### config.mk
export PLATFORM = sky130hd
export DESIGN_NAME = fault_recovery_sup
export DESIGN_NICKNAME = d
export VERILOG_FILES = /design/src/rtl/fr_pkg.sv /design/src/rtl/fr_detect.sv /design/src/rtl/fr_timer.sv /design/src/rtl/fr_attempts.sv /design/src/rtl/fault_recovery_sup.sv
export SDC_FILE = /design/constraint.sdc
export NUM_CORES = 1
export LEC_CHECK = 0
export BUFFER_PORTS_ARGS = -buffer_cell sky130_fd_sc_hd__buf_2
export CORE_MARGIN = 2
export CORE_UTILIZATION = 49
export DETAILED_ROUTE_END_ITERATION = 6
export PLACE_DENSITY = 0.8
export SLEW_MARGIN = 20
export SYNTH_ARGS = -nofsm -noshare
export SYNTH_HDL_FRONTEND = slang
export SYNTH_SLANG_ARGS = --single-unit
### constraint.sdc
create_clock -name clk -period 2.2 [get_ports clk]
set_clock_uncertainty 0.15 [all_clocks]
set_input_delay 0.44 -clock clk [delete_from_list [all_inputs] [get_ports clk]]
set_output_delay 0.44 -clock clk [all_outputs]
set_load 0.02 [all_outputs]
### src/rtl/fr_pkg.sv
package fr_pkg;
  typedef enum logic [1:0] {
    ST_RUN    = 2'd0,
    ST_HOLD   = 2'd1,
    ST_WRITE  = 2'd2,
    ST_SETTLE = 2'd3
  } fr_state_e;

  localparam logic [15:0] FR_OCP_MASK  = 16'h0800;
  localparam logic [15:0] FR_CLR_WORD  = 16'h0CBA;
endpackage

### src/rtl/fr_detect.sv
module fr_detect #(
  parameter int          SYNC_STAGES = 2,
  parameter logic [15:0] OCP_MASK    = 16'h0800
) (
  input  logic        clk,
  input  logic        rst_n,
  input  logic        fault_n,
  input  logic        stat_vld,
  input  logic [15:0] stat_word,
  input  logic        clr_ack,
  output logic        fault_now
);
  logic [SYNC_STAGES-1:0] sync_q;
  logic                   ocp_q;

  generate
    if (SYNC_STAGES == 1) begin : g_one
      always_ff @(posedge clk) begin
        if (!rst_n) sync_q <= 1'b1;
        else        sync_q <= fault_n;
      end
    end else begin : g_chain
      always_ff @(posedge clk) begin
        if (!rst_n) sync_q <= '1;
        else        sync_q <= {sync_q[SYNC_STAGES-2:0], fault_n};
      end
    end
  endgenerate

  // Remembered overcurrent bit: a new poll overrides, an accepted clear forgets.
  always_ff @(posedge clk) begin
    if (!rst_n)        ocp_q <= 1'b0;
    else if (stat_vld) ocp_q <= |(stat_word & OCP_MASK);
    else if (clr_ack)  ocp_q <= 1'b0;
  end

  assign fault_now = !sync_q[SYNC_STAGES-1] || ocp_q;

  AST_OCP_FORGET: assert property (@(posedge clk) disable iff (!rst_n)
    clr_ack && !stat_vld |=> !ocp_q);
  AST_OCP_POLL: assert property (@(posedge clk) disable iff (!rst_n)
    stat_vld |=> ocp_q == $past(stat_word[11]));
endmodule

### src/rtl/fr_timer.sv
module fr_timer #(
  parameter int TW = 8
) (
  input  logic          clk,
  input  logic          rst_n,
  input  logic          en,
  input  logic [TW-1:0] limit,
  output logic          expired
);
  logic [TW-1:0] cnt_q;

  assign expired = en && (cnt_q == limit - TW'(1));

  always_ff @(posedge clk) begin
    if (!rst_n)              cnt_q <= '0;
    else if (!en || expired) cnt_q <= '0;
    else                     cnt_q <= cnt_q + TW'(1);
  end

  AST_TMR_IN_RANGE: assert property (@(posedge clk) disable iff (!rst_n)
    en |-> cnt_q < limit);
endmodule

### src/rtl/fr_attempts.sv
module fr_attempts #(
  parameter int RETRY_LIMIT = 8,
  parameter int CW          = 4
) (
  input  logic          clk,
  input  logic          rst_n,
  input  logic          inc,
  input  logic          clr_cnt,
  input  logic          diag_clr,
  output logic [CW-1:0] cnt,
  output logic          diag
);
  logic hit;

  assign hit = inc && (cnt >= CW'(RETRY_LIMIT - 1));

  always_ff @(posedge clk) begin
    if (!rst_n)                                 cnt <= '0;
    else if (clr_cnt)                           cnt <= '0;
    else if (inc && (cnt < CW'(RETRY_LIMIT)))   cnt <= cnt + CW'(1);
  end

  // Set has priority over a simultaneous clear so a new limit event is never lost.
  always_ff @(posedge clk) begin
    if (!rst_n)        diag <= 1'b0;
    else if (hit)      diag <= 1'b1;
    else if (diag_clr) diag <= 1'b0;
  end

  AST_CNT_SATURATES: assert property (@(posedge clk) disable iff (!rst_n)
    cnt <= CW'(RETRY_LIMIT));
  AST_DIAG_STICKY: assert property (@(posedge clk) disable iff (!rst_n)
    diag && !diag_clr |=> diag);
endmodule

### src/rtl/fault_recovery_sup.sv
module fault_recovery_sup
  import fr_pkg::*;
#(
  parameter int HOLD_CYC    = 1_000_000_000,
  parameter int SETTLE_CYC  = 10_000,
  parameter int RETRY_LIMIT = 8,
  parameter int SYNC_STAGES = 2,
  parameter int CNT_W       = $clog2(RETRY_LIMIT + 1)
) (
  input  logic             clk,
  input  logic             rst_n,
  input  logic             fault_n,
  input  logic             stat_vld,
  input  logic [15:0]      stat_word,
  input  logic             diag_clr,
  output logic             wr_valid,
  input  logic             wr_ready,
  output logic [15:0]      wr_data,
  output logic             motor_stop,
  output logic [CNT_W-1:0] attempt_cnt,
  output logic             diag_req
);
  localparam int TMAX = (HOLD_CYC > SETTLE_CYC) ? HOLD_CYC : SETTLE_CYC;
  localparam int TW   = $clog2(TMAX + 1) + 1;

  fr_state_e     st_q, st_d;
  logic          fault_now, t_en, t_exp, accept, success;
  logic [TW-1:0] t_limit;

  assign accept  = (st_q == ST_WRITE) && wr_ready;
  assign success = (st_q == ST_SETTLE) && t_exp && !fault_now;
  assign t_en    = (st_q == ST_HOLD) || (st_q == ST_SETTLE);
  assign t_limit = (st_q == ST_HOLD) ? TW'(HOLD_CYC) : TW'(SETTLE_CYC);

  fr_detect #(.SYNC_STAGES(SYNC_STAGES), .OCP_MASK(FR_OCP_MASK)) detect_i (
    .clk       (clk),
    .rst_n     (rst_n),
    .fault_n   (fault_n),
    .stat_vld  (stat_vld),
    .stat_word (stat_word),
    .clr_ack   (accept),
    .fault_now (fault_now)
  );

  fr_timer #(.TW(TW)) timer_i (
    .clk     (clk),
    .rst_n   (rst_n),
    .en      (t_en),
    .limit   (t_limit),
    .expired (t_exp)
  );

  fr_attempts #(.RETRY_LIMIT(RETRY_LIMIT), .CW(CNT_W)) attempts_i (
    .clk      (clk),
    .rst_n    (rst_n),
    .inc      (accept),
    .clr_cnt  (success),
    .diag_clr (diag_clr),
    .cnt      (attempt_cnt),
    .diag     (diag_req)
  );

  always_comb begin
    st_d = st_q;
    unique case (st_q)
      ST_RUN:    if (fault_now) st_d = ST_HOLD;
      ST_HOLD:   if (t_exp)     st_d = ST_WRITE;
      ST_WRITE:  if (wr_ready)  st_d = ST_SETTLE;
      ST_SETTLE: if (t_exp)     st_d = fault_now ? ST_HOLD : ST_RUN;
      default:                  st_d = ST_RUN;
    endcase
  end

  always_ff @(posedge clk) begin
    if (!rst_n) st_q <= ST_RUN;
    else        st_q <= st_d;
  end

  assign wr_valid   = (st_q == ST_WRITE);
  assign wr_data    = FR_CLR_WORD;
  assign motor_stop = (st_q != ST_RUN);

  AST_VALID_HELD: assert property (@(posedge clk) disable iff (!rst_n)
    wr_valid && !wr_ready |=> wr_valid);
  AST_ONE_TRANSFER: assert property (@(posedge clk) disable iff (!rst_n)
    wr_valid && wr_ready |=> !wr_valid);
  AST_STOP_WHILE_WRITING: assert property (@(posedge clk) disable iff (!rst_n)
    wr_valid |-> motor_stop);
  AST_RUN_NEEDS_SUCCESS: assert property (@(posedge clk) disable iff (!rst_n)
    $fell(motor_stop) |-> attempt_cnt == '0);
endmodule

Word-level counts from Yosys, hierarchy flattened
Cells that the tools add are included.
{"block": "word_totals", "regBits": 41, "inputBits": 22, "output_inout_bits": 23}
{"block": "op_classes", "n_addsub": 3, "n_lt_le_gt_ge": 2, "eq_ne": 8, "muxes": 11, "bitwise_logic": 1, "reduce_logical": 19}
{"cell": "adder 31 x 1 -> 31 bit, second input constant", "n": 1}
{"cell": "equality test 31 bit", "n": 1}
{"cell": "subtractor 30 x 1 -> 31 bit, second input constant", "n": 1}
{"cell": "2-to-1 mux 30 bit", "n": 1}
{"cell": "2-to-1 mux 2 bit", "n": 4}
{"cell": "one-hot mux 2 bit (4 select lines)", "n": 1}
{"cell": "logical AND 1 bit", "n": 6}
{"cell": "inequality test 2 bit, second input constant", "n": 3}
{"cell": "nonzero test 2 bit", "n": 3}
{"cell": "2-to-1 mux 1 bit", "n": 5}
{"cell": "adder 4 x 1 -> 4 bit, second input constant", "n": 1}
{"cell": "equality test 2 bit, second input constant", "n": 2}
{"cell": "greater-or-equal comparator 4 x 3 -> 1 bit, second input constant", "n": 1}
{"cell": "less-than comparator 4 bit, second input constant", "n": 1}
{"cell": "AND reduction 4 bit", "n": 1}
{"cell": "OR reduction 2 bit", "n": 2}
{"cell": "logical NOT 1 bit", "n": 3}
{"cell": "logical OR 1 bit", "n": 3}
{"cell": "equality test 2 x 1 -> 1 bit, second input constant", "n": 1}
{"cell": "logical NOT 2 bit", "n": 1}
{"cell": "inequality test 2 x 1 -> 1 bit, second input constant", "n": 1}
{"cell": "inverter 1 bit", "n": 1}

Depth between registers and ports, before layout
Gate-level depths: netlist of run 1.
{"block": "logic_depth", "depth_word": 8, "ltp_mapped": 8, "ltp_nobuf": 7}

Modules after synthesis
A second synthesis of run 1 with hierarchy kept.
{"block": "hier_totals", "cells_unflattened": 409, "area_unflattened_um2": 3479.6}
{"module": "fr_timer", "instances": 1, "cells_per_inst": 335, "area_each_um2": 2811.4, "seq_area_each_um2": 620.6}
{"module": "fault_recovery_sup", "instances": 1, "cells_per_inst": 45, "area_each_um2": 350.3, "seq_area_each_um2": 40.0}
{"module": "fr_attempts", "instances": 1, "cells_per_inst": 21, "area_each_um2": 215.2, "seq_area_each_um2": 100.1}
{"module": "fr_detect", "instances": 1, "cells_per_inst": 8, "area_each_um2": 102.6, "seq_area_each_um2": 60.1}

Worst setup path after synthesis of run 1
OpenSTA, ideal clock, no wires.
{"block": "synth_path", "path_type": "register to register", "start": "reg st_q[1]", "end": "reg timer_i.cnt_q[30]", "setup_ps": 115, "t_arrival_ps": 1828, "required_ps": 1935, "path_slack_ps": 108, "stages_incl_launch_ff": 9, "cell_sequence": "dfxtp_1 > inv_1 > ha_1 > nand4b_1 > or4_4 > o22a_4 > o211ai_4 > buf_6 > nor2_1"}
{"block": "synth_between", "elab_chain_len": 7}
{"element": "start: declaration", "line_no": "fault_recovery_sup.sv:26", "rtl": "fr_state_e st_q, st_d;"}
{"element": "start signal: assignment", "line_no": "fault_recovery_sup.sv:76", "rtl": "else st_q <= st_d;"}
{"element": "equality test 2 x 1 -> 1 bit", "line_no": "fault_recovery_sup.sv:32, fault_recovery_sup.sv:33"}
{"element": "2-to-1 mux 30 bit", "line_no": "fault_recovery_sup.sv:33", "rtl": "assign t_limit = (st_q == ST_HOLD) ? TW'(HOLD_CYC) : TW'(SETTLE_CYC);"}
{"element": "subtractor 30 x 1 -> 31 bit", "line_no": "fr_timer.sv:12", "rtl": "assign expired = en && (cnt_q == limit - TW'(1));"}
{"element": "equality test 31 bit", "line_no": "fr_timer.sv:12"}
{"element": "logical AND 1 bit", "line_no": "fr_timer.sv:12"}
{"element": "logical OR 1 bit *", "line_no": "fr_timer.sv:16", "rtl": "else if (!en || expired) cnt_q <= '0;"}
{"element": "OR reduction 2 bit (no source line) *"}
{"element": "end signal: assignment", "line_no": "fr_timer.sv:17", "rtl": "else cnt_q <= cnt_q + TW'(1);"}
{"element": "end: declaration", "line_no": "fr_timer.sv:10", "rtl": "logic [TW-1:0] cnt_q;"}
Mark *: on every way between the ends. The rest lies on a longest branch, timed or not.
A chain may end at the register's enable or synchronous reset.

Final worst setup path of run 1
{"block": "layout_path", "start": "reg timer_i.cnt_q[13]", "end": "reg timer_i.cnt_q[5]"}
{"block": "layout_between", "elab_chain_len": 4}
{"element": "equality test 31 bit", "line_no": "fr_timer.sv:12"}
{"element": "logical AND 1 bit", "line_no": "fr_timer.sv:12"}
{"element": "logical OR 1 bit", "line_no": "fr_timer.sv:16"}
{"element": "OR reduction 2 bit (no source line)"}
Every way passes these cells.

==> results of run 1 <==
## logic make-up (layout without fill, tap and decap cells)
group / after synthesis / after routing
buffers and inverters: 34 / 45
AND/OR/NAND/NOR: 122 / 122
other: 2 / 16
multiplexers: 1 / 1
adder cells (fa/ha/maj): 7 / 7
flip-flops: 41 / 41
AO/OA/AOI/OAI: 17 / 17
XOR/XNOR: 30 / 30
## cells in the final DEF (no fill, tap or decap), types with 2 or more instances in the layout
cell type,count
sky130_fd_sc_hd__nor2_1,44
sky130_fd_sc_hd__dfxtp_1,34
sky130_fd_sc_hd__xnor2_1,22
sky130_fd_sc_hd__conb_1,16
sky130_fd_sc_hd__nand2_1,15
sky130_fd_sc_hd__nand3_1,13
sky130_fd_sc_hd__buf_2,13
sky130_fd_sc_hd__inv_1,10
sky130_fd_sc_hd__buf_4,10
sky130_fd_sc_hd__nor3_1,9
sky130_fd_sc_hd__xor2_1,8
sky130_fd_sc_hd__nor4_1,7
sky130_fd_sc_hd__a21oi_1,6
sky130_fd_sc_hd__ha_1,6
sky130_fd_sc_hd__dfxtp_2,6
sky130_fd_sc_hd__nand4_1,5
sky130_fd_sc_hd__clkbuf_8,5
sky130_fd_sc_hd__nor4_2,4
sky130_fd_sc_hd__or2_2,4
sky130_fd_sc_hd__and3_1,3
sky130_fd_sc_hd__nor4b_1,3
sky130_fd_sc_hd__nand4b_1,3
sky130_fd_sc_hd__or3_1,3
sky130_fd_sc_hd__and4_1,2
sky130_fd_sc_hd__nor2b_1,2
sky130_fd_sc_hd__nand2b_1,2
sky130_fd_sc_hd__o21ai_0,2
sky130_fd_sc_hd__a211oi_1,2
sky130_fd_sc_hd__bufinv_16,2
## cells in the mapped netlist
master                      count  share of area (%)
sky130_fd_sc_hd__nor2_1        44                7.6
sky130_fd_sc_hd__dfxtp_1       41                 38
sky130_fd_sc_hd__xnor2_1       22                8.9
sky130_fd_sc_hd__buf_4         16                5.5
sky130_fd_sc_hd__nand2_1       15                2.6
sky130_fd_sc_hd__nand3_1       13                3.0
sky130_fd_sc_hd__inv_1         11                1.9
sky130_fd_sc_hd__nor4_1        11                3.2
sky130_fd_sc_hd__nor3_1         9                2.1
sky130_fd_sc_hd__xor2_1         8                3.2
sky130_fd_sc_hd__ha_1           7                4.0
sky130_fd_sc_hd__a21oi_1        6                1.4
sky130_fd_sc_hd__nand4_1        5                1.4
sky130_fd_sc_hd__clkbuf_1       4               0.69
sky130_fd_sc_hd__or2_2          4                1.1
sky130_fd_sc_hd__and3_1         3               0.86
sky130_fd_sc_hd__buf_6          3                1.6
sky130_fd_sc_hd__nand4b_1       3                1.2
sky130_fd_sc_hd__nor4b_1        3                1.2
sky130_fd_sc_hd__or3_1          3               0.86
sky130_fd_sc_hd__a211oi_1       2               0.69
sky130_fd_sc_hd__and4_1         2               0.81
sky130_fd_sc_hd__conb_1         2               0.35
sky130_fd_sc_hd__nand2b_1       2               0.57
sky130_fd_sc_hd__nor2b_1        2               0.57
sky130_fd_sc_hd__o21ai_0        2               0.46
sky130_fd_sc_hd__a22o_1         1               0.40
sky130_fd_sc_hd__mux2i_1        1               0.46
sky130_fd_sc_hd__nand3b_1       1               0.35
sky130_fd_sc_hd__nand4_4        1               0.98
sky130_fd_sc_hd__o2111ai_1      1               0.40
sky130_fd_sc_hd__o211ai_4       1               0.98
sky130_fd_sc_hd__o221ai_1       1               0.40
sky130_fd_sc_hd__o22a_4         1               0.81
sky130_fd_sc_hd__o22ai_1        1               0.29
sky130_fd_sc_hd__o31ai_4        1               0.98
sky130_fd_sc_hd__or4_4          1               0.52
## where the power goes
part | switching, mW | internal, mW
logic | 0.236 | 0.163
registers | 0.0263 | 0.768
clock network | 0.266 | 0.451
## through the flow
step	setup slack (ps)	util, %	power (mW)	instances
finish	37.4	58.0	1.91	331
global route	-7.94	58.0	2.01	331
CTS	51.2	55.6	1.87	327
detailed placement	73.0	52.5	1.15	319
global placement	92.1	52.5	1.14	319
floorplan	108	-	1.09	268
## state kept, by name, summed over array words and instances, names as in the netlist
register	cells
st_q	2
timer_i.cnt_q	31
detect_i.sync_q	2
attempts_i.diag	1
attempts_i.cnt	4
detect_i.ocp_q	1
## timing repair
| item | in CTS | in global routing |
|---|---|---|
| buffers inserted | 0 | 2 |
| gates resized for setup | 0 | 16 |
| endpoints found under the setup margin | 0 | 33 |
## path summary, 6_finish.rpt
path / cells past startpoint / slack (ps) / start / endpoint
worst max register to register: 6 / 40 / timer_i.cnt_q[13] / timer_i.cnt_q[5]
worst min register to register: 1 / 270 / detect_i.sync_q[0] / detect_i.sync_q[1]
worst min-delay path: 2 / 170 / fault_n / detect_i.sync_q[0]
worst max-delay path: 6 / 40 / timer_i.cnt_q[13] / timer_i.cnt_q[5]
## final cells by class
class	count	area, um^2	share of cell area, %
Multi-Input combinational cell	193	1230	49.3
Tap cell	52	65.1	2.60
Clock inverter	3	65.1	2.60
Clock buffer	5	68.8	2.75
Sequential cell	41	832	33.2
Timing Repair Buffer	26	196	7.84
Inverter	11	43.8	1.75
## per-layer routing
metal,GRT usage [%],share of wire [%],wire length (um),vias to the layer above
met5,0,0,0,-
met4,5.66,1.7,72,0
met3,4.27,5.5,240,8
met2,27.1,47,2030,44
met1,21.7,46,1980,833
li1,-,-,-,882
## worst max-delay path, delay by kind of cell (launching register included)
family / cells / cell delay [ps]
compound gates: 2 / 530
simple gates: 3 / 800
buf+inv: 1 / 220
flops: 1 / 360
==> out/qor.json, run 1 <==
{
  "run_status": {"value": "completed"},
  "clock_tree.buffer_depth": {"value": 2},
  "floorplan_core_area": {"value": 0.00432, "unit": "mm^2"},
  "htree_num_levels": {"value": 2},
  "vdd_drop_max": {"value": 467, "unit": "uV"},
  "grt_pass1_vias": {"value": 1523},
  "worst-endpoint-required": {"value": 2240, "unit": "ps"},
  "post_synth_instance_area": {"value": 0.00218, "unit": "mm^2"},
  "clkLatencyLatePin": {"value": 290, "unit": "ps"},
  "combinational_family_with_the_most_area_after_synthesis": {"value": "simple AND/OR/NAND/NOR gates"},
  "holdWs": {"value": 171, "unit": "ps"},
  "io-pin-count": {"value": 45},
  "final.fill_count": {"value": 394},
  "cp-end-kind": {"value": "flip-flop"},
  "cp-start-kind": {"value": "flip-flop"},
  "synth_warnings": {"value": 0},
  "dr_total_vias": {"value": 1767},
  "worstSetupPathType": {"value": "flip-flop to flip-flop"},
  "areaGrowthSynthToFinish": {"value": 15.2, "unit": "%"},
  "num_rows": {"value": 24},
  "min-delay-path-class": {"value": "primary input to flip-flop"},
  "synthAdderAreaFrac": {"value": 4.03, "unit": "%"},
  "grt_start_max_net_pins": {"value": 32},
  "cap_viol_max_count": {"value": 0},
  "setup_violations": {"value": 0},
  "achievable-frequency": {"value": 0.462, "unit": "GHz"},
  "clock_buffer_count_from_cts": {"value": 5},
  "start_util": {"value": 50.3, "unit": "%"},
  "crit_path_max_incr_delay": {"value": 550, "unit": "ps"},
  "placed_area": {"value": 0.00227, "unit": "mm^2"},
  "total_wirelength_of_the_detailed_routed_design": {"value": 4330, "unit": "um"},
  "design.die.area": {"value": 0.00499, "unit": "mm^2"},
  "antenna_cells_inserted": {"value": 0},
  "cts_root_buffer": {"value": "sky130_fd_sc_hd__clkbuf_8"},
  "grt_antenna_before_repair": {"value": 0},
  "yosys_cell_types": {"value": 37},
  "mean_routed_wirelength_per_cell": {"value": 13.1, "unit": "um"},
  "global_route.overflow_total": {"value": 0},
  "synth_sequential_area_ratio": {"value": 37.7, "unit": "%"},
  "synth_simple_gate_area_share": {"value": 28.9, "unit": "%"},
  "powerDensity": {"value": 762, "unit": "mW/mm^2"},
  "critical_path.max_fanout": {"value": 8},
  "design.final.nets": {"value": 307},
  "timing.final.crit_period": {"value": 2160, "unit": "ps"},
  "port-buffer-count": {"value": 13},
  "grt_setup_unrepaired": {"value": "true"},
  "post_cts_hold_fix_bufs": {"value": 0},
  "antenna_left": {"value": 0},
  "final.period_utilization": {"value": 98.3, "unit": "%"},
  "drt-vias-per-instance": {"value": 5.34},
  "fp.dieW": {"value": 70.6, "unit": "um"},
  "clock_transition_at_path_regs": {"value": 80, "unit": "ps"},
  "setup_total_negative_slack": {"value": 0, "unit": "ps"},
  "crit_path_cell_trace": {"value": "nand4b_1 > or4_4 > o22a_4 > o211ai_4 > clkbuf_16 > nor2_1"},
  "drt_pre_antenna_iters": {"value": 4},
  "gp_congestion": {"value": 0.804},
  "ys_seq_elements": {"value": 41},
  "wire_length_of_the_first_global_routing_pass": {"value": 6730, "unit": "um"},
  "detailed_placement_wirelength_estimate": {"value": 2760, "unit": "um"},
  "synth.avg_cell_area": {"value": 8.57, "unit": "um^2"},
  "netlist_instances": {"value": 254},
  "drcViolationCount": {"value": 0},
  "final_area": {"value": 0.00251, "unit": "mm^2"},
  "grt.total_usage": {"value": 16.7, "unit": "%"},
  "yosys-mux-area-fraction": {"value": 0.460, "unit": "%"},
  "detailedRoute.firstIterationViolations": {"value": 113},
  "post_synth_xor_area_fraction": {"value": 12.1, "unit": "%"},
  "critical_path.slowest_cell": {"value": "sky130_fd_sc_hd__or4_4"},
  "cp_data_arrival_time": {"value": 2200, "unit": "ps"},
  "final-max-slew-violation-count": {"value": 0},
  "report.final.hold_viol_count": {"value": 0},
  "die_y": {"value": 70.6, "unit": "um"},
  "p_leak": {"value": 0.879, "unit": "nW"},
  "cts.sinks": {"value": 41},
  "clock_tree_from_tritoncts": {"value": "yes"},
  "synth_compound_area_share": {"value": 6.79, "unit": "%"},
  "fraction_of_layout_cells_with_a_size_suffix_above_1": {"value": 20.1, "unit": "%"}
}
Note: power is estimated with default switching activity, not from simulation.
==> run 2: changes to the inputs <==
Settings changed: CORE_UTILIZATION 49 to 53, PLACE_DENSITY 0.8 to 0.81, SYNTH_HIERARCHICAL from default to 1.
==> out/qor.json, run 2 <==
{
  "drt-vias-per-instance": {"value": 5.98, "change": "was 5.34"},
  "clock_buffer_count_from_cts": {"value": 5, "change": "unchanged"},
  "grt_most_used_layer": {"value": "met2", "change": "unchanged"},
  "timing.max_slew.rel_slack": {"value": 46.2, "unit": "%"},
  "grt.total_usage": {"value": 28.6, "unit": "%", "change": "was 16.7%"},
  "place_ws": {"value": -1090, "unit": "ps", "change": "was 73.0 ps"},
  "num_rows": {"value": 29, "change": "was 24"},
  "fraction_of_layout_cells_with_a_size_suffix_above_1": {"value": 32.2, "unit": "%", "change": "was 20.1%"},
  "synth_sequential_area_ratio": {"value": 23.6, "unit": "%", "change": "was 37.7%"},
  "crit_path_max_incr_delay": {"value": 490, "unit": "ps", "change": "was 550 ps"},
  "fp.dieW": {"value": 85.0, "unit": "um", "change": "was 70.6 um"},
  "min-delay-path-class": {"value": "primary input to flip-flop", "change": "unchanged"},
  "largest_register_ff_count": {"value": 31, "change": "unchanged"},
  "dr_total_vias": {"value": 3926, "change": "was 1767"},
  "placed_area": {"value": 0.00439, "unit": "mm^2", "change": "was 0.00227 mm^2"},
  "layout.core_utilization": {"value": 76.6, "unit": "%", "change": "was 58.0%"},
  "drcViolationCount": {"value": 0, "change": "unchanged"},
  "critical_path.slowest_cell": {"value": "sky130_fd_sc_hd__or4b_1", "change": "was sky130_fd_sc_hd__or4_4"},
  "grt_start_max_net_pins": {"value": 18, "change": "was 32"},
  "synth_area_leaders": {"value": "sky130_fd_sc_hd__dfxtp_1, sky130_fd_sc_hd__xnor2_1, sky130_fd_sc_hd__nor3_2", "change": "was sky130_fd_sc_hd__dfxtp_1, sky130_fd_sc_hd__xnor2_1, sky130_fd_sc_hd__nor2_1"},
  "mostFrequentLayoutCells": {"value": "sky130_fd_sc_hd__conb_1, sky130_fd_sc_hd__buf_4, sky130_fd_sc_hd__xnor2_1, sky130_fd_sc_hd__dfxtp_1, sky130_fd_sc_hd__xor2_1", "change": "was sky130_fd_sc_hd__nor2_1, sky130_fd_sc_hd__dfxtp_1, sky130_fd_sc_hd__xnor2_1"},
  "gp_congestion": {"value": 0.890, "change": "was 0.804"},
  "critical_path.max_fanout": {"value": 6, "change": "was 8"},
  "detailed_placement_wirelength_estimate": {"value": 6640, "unit": "um", "change": "was 2760 um"},
  "timing.final.crit_period": {"value": 3490, "unit": "ps", "change": "was 2160 ps"},
  "start_util": {"value": 54.8, "unit": "%", "change": "was 50.3%"},
  "global_route.overflow_total": {"value": 0, "change": "unchanged"},
  "final.fill_count": {"value": 352, "change": "was 394"},
  "detailedRoute.firstIterationViolations": {"value": 339, "change": "was 113"},
  "global_route.usage.met1": {"value": 34.5, "unit": "%", "change": "was 21.7%"},
  "design.die.area": {"value": 0.00723, "unit": "mm^2", "change": "was 0.00499 mm^2"},
  "regMostFlops": {"value": "timer_i/cnt_q", "change": "was timer_i.cnt_q"},
  "clock_tree_from_tritoncts": {"value": "yes", "change": "unchanged"},
  "post_cts_hold_fix_bufs": {"value": 0, "change": "unchanged"},
  "antenna_cells_inserted": {"value": 0, "change": "unchanged"},
  "combined_area_of_the_multi_input_logic_cells": {"value": 0.00292, "unit": "mm^2", "change": "was 0.00123 mm^2"},
  "grt.met2_usage": {"value": 50.6, "unit": "%", "change": "was 27.1%"},
  "htree_num_levels": {"value": 2, "change": "unchanged"},
  "cp-start-kind": {"value": "flip-flop", "change": "unchanged"},
  "cpMostUsedCell": {"value": "sky130_fd_sc_hd__a31oi_1"},
  "post_synth_edffs": {"value": 0, "change": "unchanged"},
  "yosys_cell_types": {"value": 68, "change": "was 37"},
  "clkLatencyLatePin": {"value": 300, "unit": "ps", "change": "was 290 ps"},
  "setup_total_negative_slack": {"value": -35540, "unit": "ps", "change": "was 0 ps"},
  "drt_pre_antenna_iters": {"value": 5, "change": "was 4"},
  "asyncSetResetFlopFracSynth": {"value": 0, "unit": "%", "change": "unchanged"},
  "design_power_total": {"value": 3.44, "unit": "mW", "change": "was 1.91 mW"},
  "layout_top_registers": {"value": "timer_i/cnt_q: 31 flops, attempts_i/cnt: 4 flops", "change": "was timer_i.cnt_q: 31 flops, attempts_i.cnt: 4 flops"},
  "cts.sinks": {"value": 41, "change": "unchanged"},
  "final.period_utilization": {"value": 158, "unit": "%", "change": "was 98.3%"},
  "antenna_left": {"value": 0, "change": "unchanged"},
  "tightest_slew": {"value": 800, "unit": "ps"},
  "crit_path_cell_trace": {"value": "ha_4 > clkinvlp_4 > buf_6 > buf_4 > xnor2_1 > a31oi_1 > a31oi_1 > or4b_1 > nor3_2 > o21ba_4 > or3_4 > o32ai_2", "change": "was nand4b_1 > or4_4 > o22a_4 > o211ai_4 > clkbuf_16 > nor2_1"},
  "design.final.nets": {"value": 609, "change": "was 307"},
  "synth.avg_cell_area": {"value": 8.51, "unit": "um^2", "change": "was 8.57 um^2"},
  "worst-endpoint-required": {"value": 2250, "unit": "ps", "change": "was 2240 ps"},
  "areaGrowthSynthToFinish": {"value": 39.8, "unit": "%", "change": "was 15.2%"},
  "area.sequential": {"value": 822, "unit": "um^2", "change": "was 832 um^2"},
  "grt_pass1_vias": {"value": 3492, "change": "was 1523"},
  "worstSetupPathType": {"value": "flip-flop to flip-flop", "change": "unchanged"},
  "synth_warnings": {"value": 6, "change": "was 0"},
  "holdWs": {"value": 177, "unit": "ps", "change": "was 171 ps"},
  "synth_ff_type": {"value": "sky130_fd_sc_hd__dfxtp_1", "change": "unchanged"},
  "powerDensity": {"value": 706, "unit": "mW/mm^2", "change": "was 762 mW/mm^2"},
  "final-max-slew-violation-count": {"value": 0, "change": "unchanged"},
  "final_area": {"value": 0.00486, "unit": "mm^2", "change": "was 0.00251 mm^2"},
  "clock_transition_at_path_regs": {"value": 90, "unit": "ps", "change": "was 80 ps"},
  "grt_setup_unrepaired": {"value": "true", "change": "unchanged"},
  "mean_routed_wirelength_per_cell": {"value": 19.5, "unit": "um", "change": "was 13.1 um"},
  "dp_cells": {"value": 636, "change": "was 319"},
  "clock_tree.buffer_depth": {"value": 2, "change": "unchanged"},
  "report.final.hold_viol_count": {"value": 0, "change": "unchanged"},
  "die_y": {"value": 85.0, "unit": "um", "change": "was 70.6 um"},
  "met3_layer_usage_reported_by_global_route": {"value": 2.92, "unit": "%", "change": "was 4.27%"},
  "mostFrequentLayoutCell": {"value": "sky130_fd_sc_hd__conb_1", "change": "was sky130_fd_sc_hd__nor2_1"},
  "cp_data_arrival_time": {"value": 3530, "unit": "ps", "change": "was 2200 ps"},
  "yosysTopAreaCellShare": {"value": 23.6, "unit": "%", "change": "was 37.7%"},
  "achievable-frequency": {"value": 0.287, "unit": "GHz", "change": "was 0.462 GHz"},
  "cts_root_buffer": {"value": "sky130_fd_sc_hd__clkbuf_8", "change": "unchanged"},
  "yosysMostFrequentCell": {"value": "sky130_fd_sc_hd__dfxtp_1", "change": "was sky130_fd_sc_hd__nor2_1"},
  "violations_in_the_final_reports": {"value": "setup timing"},
  "netlist_instances": {"value": 409, "change": "was 254"},
  "cp-end-kind": {"value": "flip-flop", "change": "unchanged"},
  "port-buffer-count": {"value": 13, "change": "unchanged"},
  "post_synth_most_frequent_cells": {"value": "sky130_fd_sc_hd__dfxtp_1, sky130_fd_sc_hd__xnor2_1, sky130_fd_sc_hd__nand2_1, sky130_fd_sc_hd__xor2_1", "change": "was sky130_fd_sc_hd__nor2_1, sky130_fd_sc_hd__dfxtp_1, sky130_fd_sc_hd__xnor2_1, sky130_fd_sc_hd__buf_4, sky130_fd_sc_hd__nand2_1"},
  "final_cells": {"value": 657, "change": "was 331"},
  "cap_viol_max_count": {"value": 0, "change": "unchanged"},
  "grt_antenna_before_repair": {"value": 0, "change": "unchanged"},
  "vdd_drop_max": {"value": 680, "unit": "uV", "change": "was 467 uV"},
  "total_wirelength_of_the_detailed_routed_design": {"value": 12800, "unit": "um", "change": "was 4330 um"},
  "io-pin-count": {"value": 45, "change": "unchanged"},
  "p_leak": {"value": 1.94, "unit": "nW", "change": "was 0.879 nW"},
  "wire_length_of_the_first_global_routing_pass": {"value": 16600, "unit": "um", "change": "was 6730 um"},
  "floorplan_core_area": {"value": 0.00635, "unit": "mm^2", "change": "was 0.00432 mm^2"},
  "post-route-worst-setup-slack": {"value": -1290, "unit": "ps", "change": "was 37.4 ps"},
  "setup_violations": {"value": 37, "change": "was 0"},
  "run_status": {"value": "finished with violations", "change": "was completed"},
  "ys_seq_elements": {"value": 41, "change": "unchanged"},
  "post-synth-top-area-cell": {"value": "sky130_fd_sc_hd__dfxtp_1", "change": "unchanged"},
  "post_synth_instance_area": {"value": 0.00348, "unit": "mm^2", "change": "was 0.00218 mm^2"}
}
run 2: cell count changes in the layout (fill, tap and decap cells not counted), sizes merged, moves of 6 or more:
cell	before	now
or3	3	10
or4	1	9
and3	3	10
xnor2	22	40
conb	16	87
nor2	44	30
nand2	15	28
xor2	8	28
nor3	9	37
buf	25	106
nand3	13	19
run 2: what timing repair did:
item | in CTS | in global routing
pin swaps | 22 | 26
setup endpoints to repair | 37 | 37
buffers inserted | 14 | 5
gates cloned | 2 | 1
gates resized for setup | 18 | 29
run 2: cell families (layout without fill, tap and decap cells):
kind of cell	after synthesis	in the layout	share of synthesized area (%)
simple gates	199	199	36.3
xor+xnor	68	68	17.1
compound gates	44	44	10.5
buf+inv	43	129	8.16
flops	41	41	23.6
fa+ha+maj	8	8	2.88
mux	4	4	1.22
other cells	2	87	0.216
run 2: metal layers:
layer,share of wire [%],routed length [um]
met1,36,4650
met2,48,6200
met3,8.9,1140
met4,6.6,842
met5,0,0
run 2: area by class of cell:
class,instances,share of cell area (%)
clock buffer,7,1.77
clock inverter,1,0.617
inverter,14,1.16
multi-input combinational,410,60.0
sequential,41,16.9
tap,77,1.98
timing repair buffer,107,17.6
run 2: critical path: cells and delay by family (launching register included):
kind | cells | cell delay (ps)
AOI/OAI and AO/OA | 4 | 810
xor gates and xnor gates | 1 | 180
adders and majority gates | 1 | 180
buffers and inverters | 3 | 520
DFF | 1 | 400
and+or+nand+nor | 3 | 1130
run 2: final timing paths:
kind / cells past startpoint / slack [ps] / startpoint / end
setup / recovery: 12 / -1290 / st_q[0] / st_q[0]
hold / removal: 2 / 180 / fault_n / detect_i/sync_q[0]
setup reg to reg: 12 / -1290 / st_q[0] / st_q[0]
hold reg to reg: 1 / 290 / detect_i/sync_q[0] / detect_i/sync_q[1]
run 2: where the power goes:
part           internal [mW]  switching [mW]
combinational          0.860            1.13
clock                  0.371           0.282
sequential             0.769          0.0254
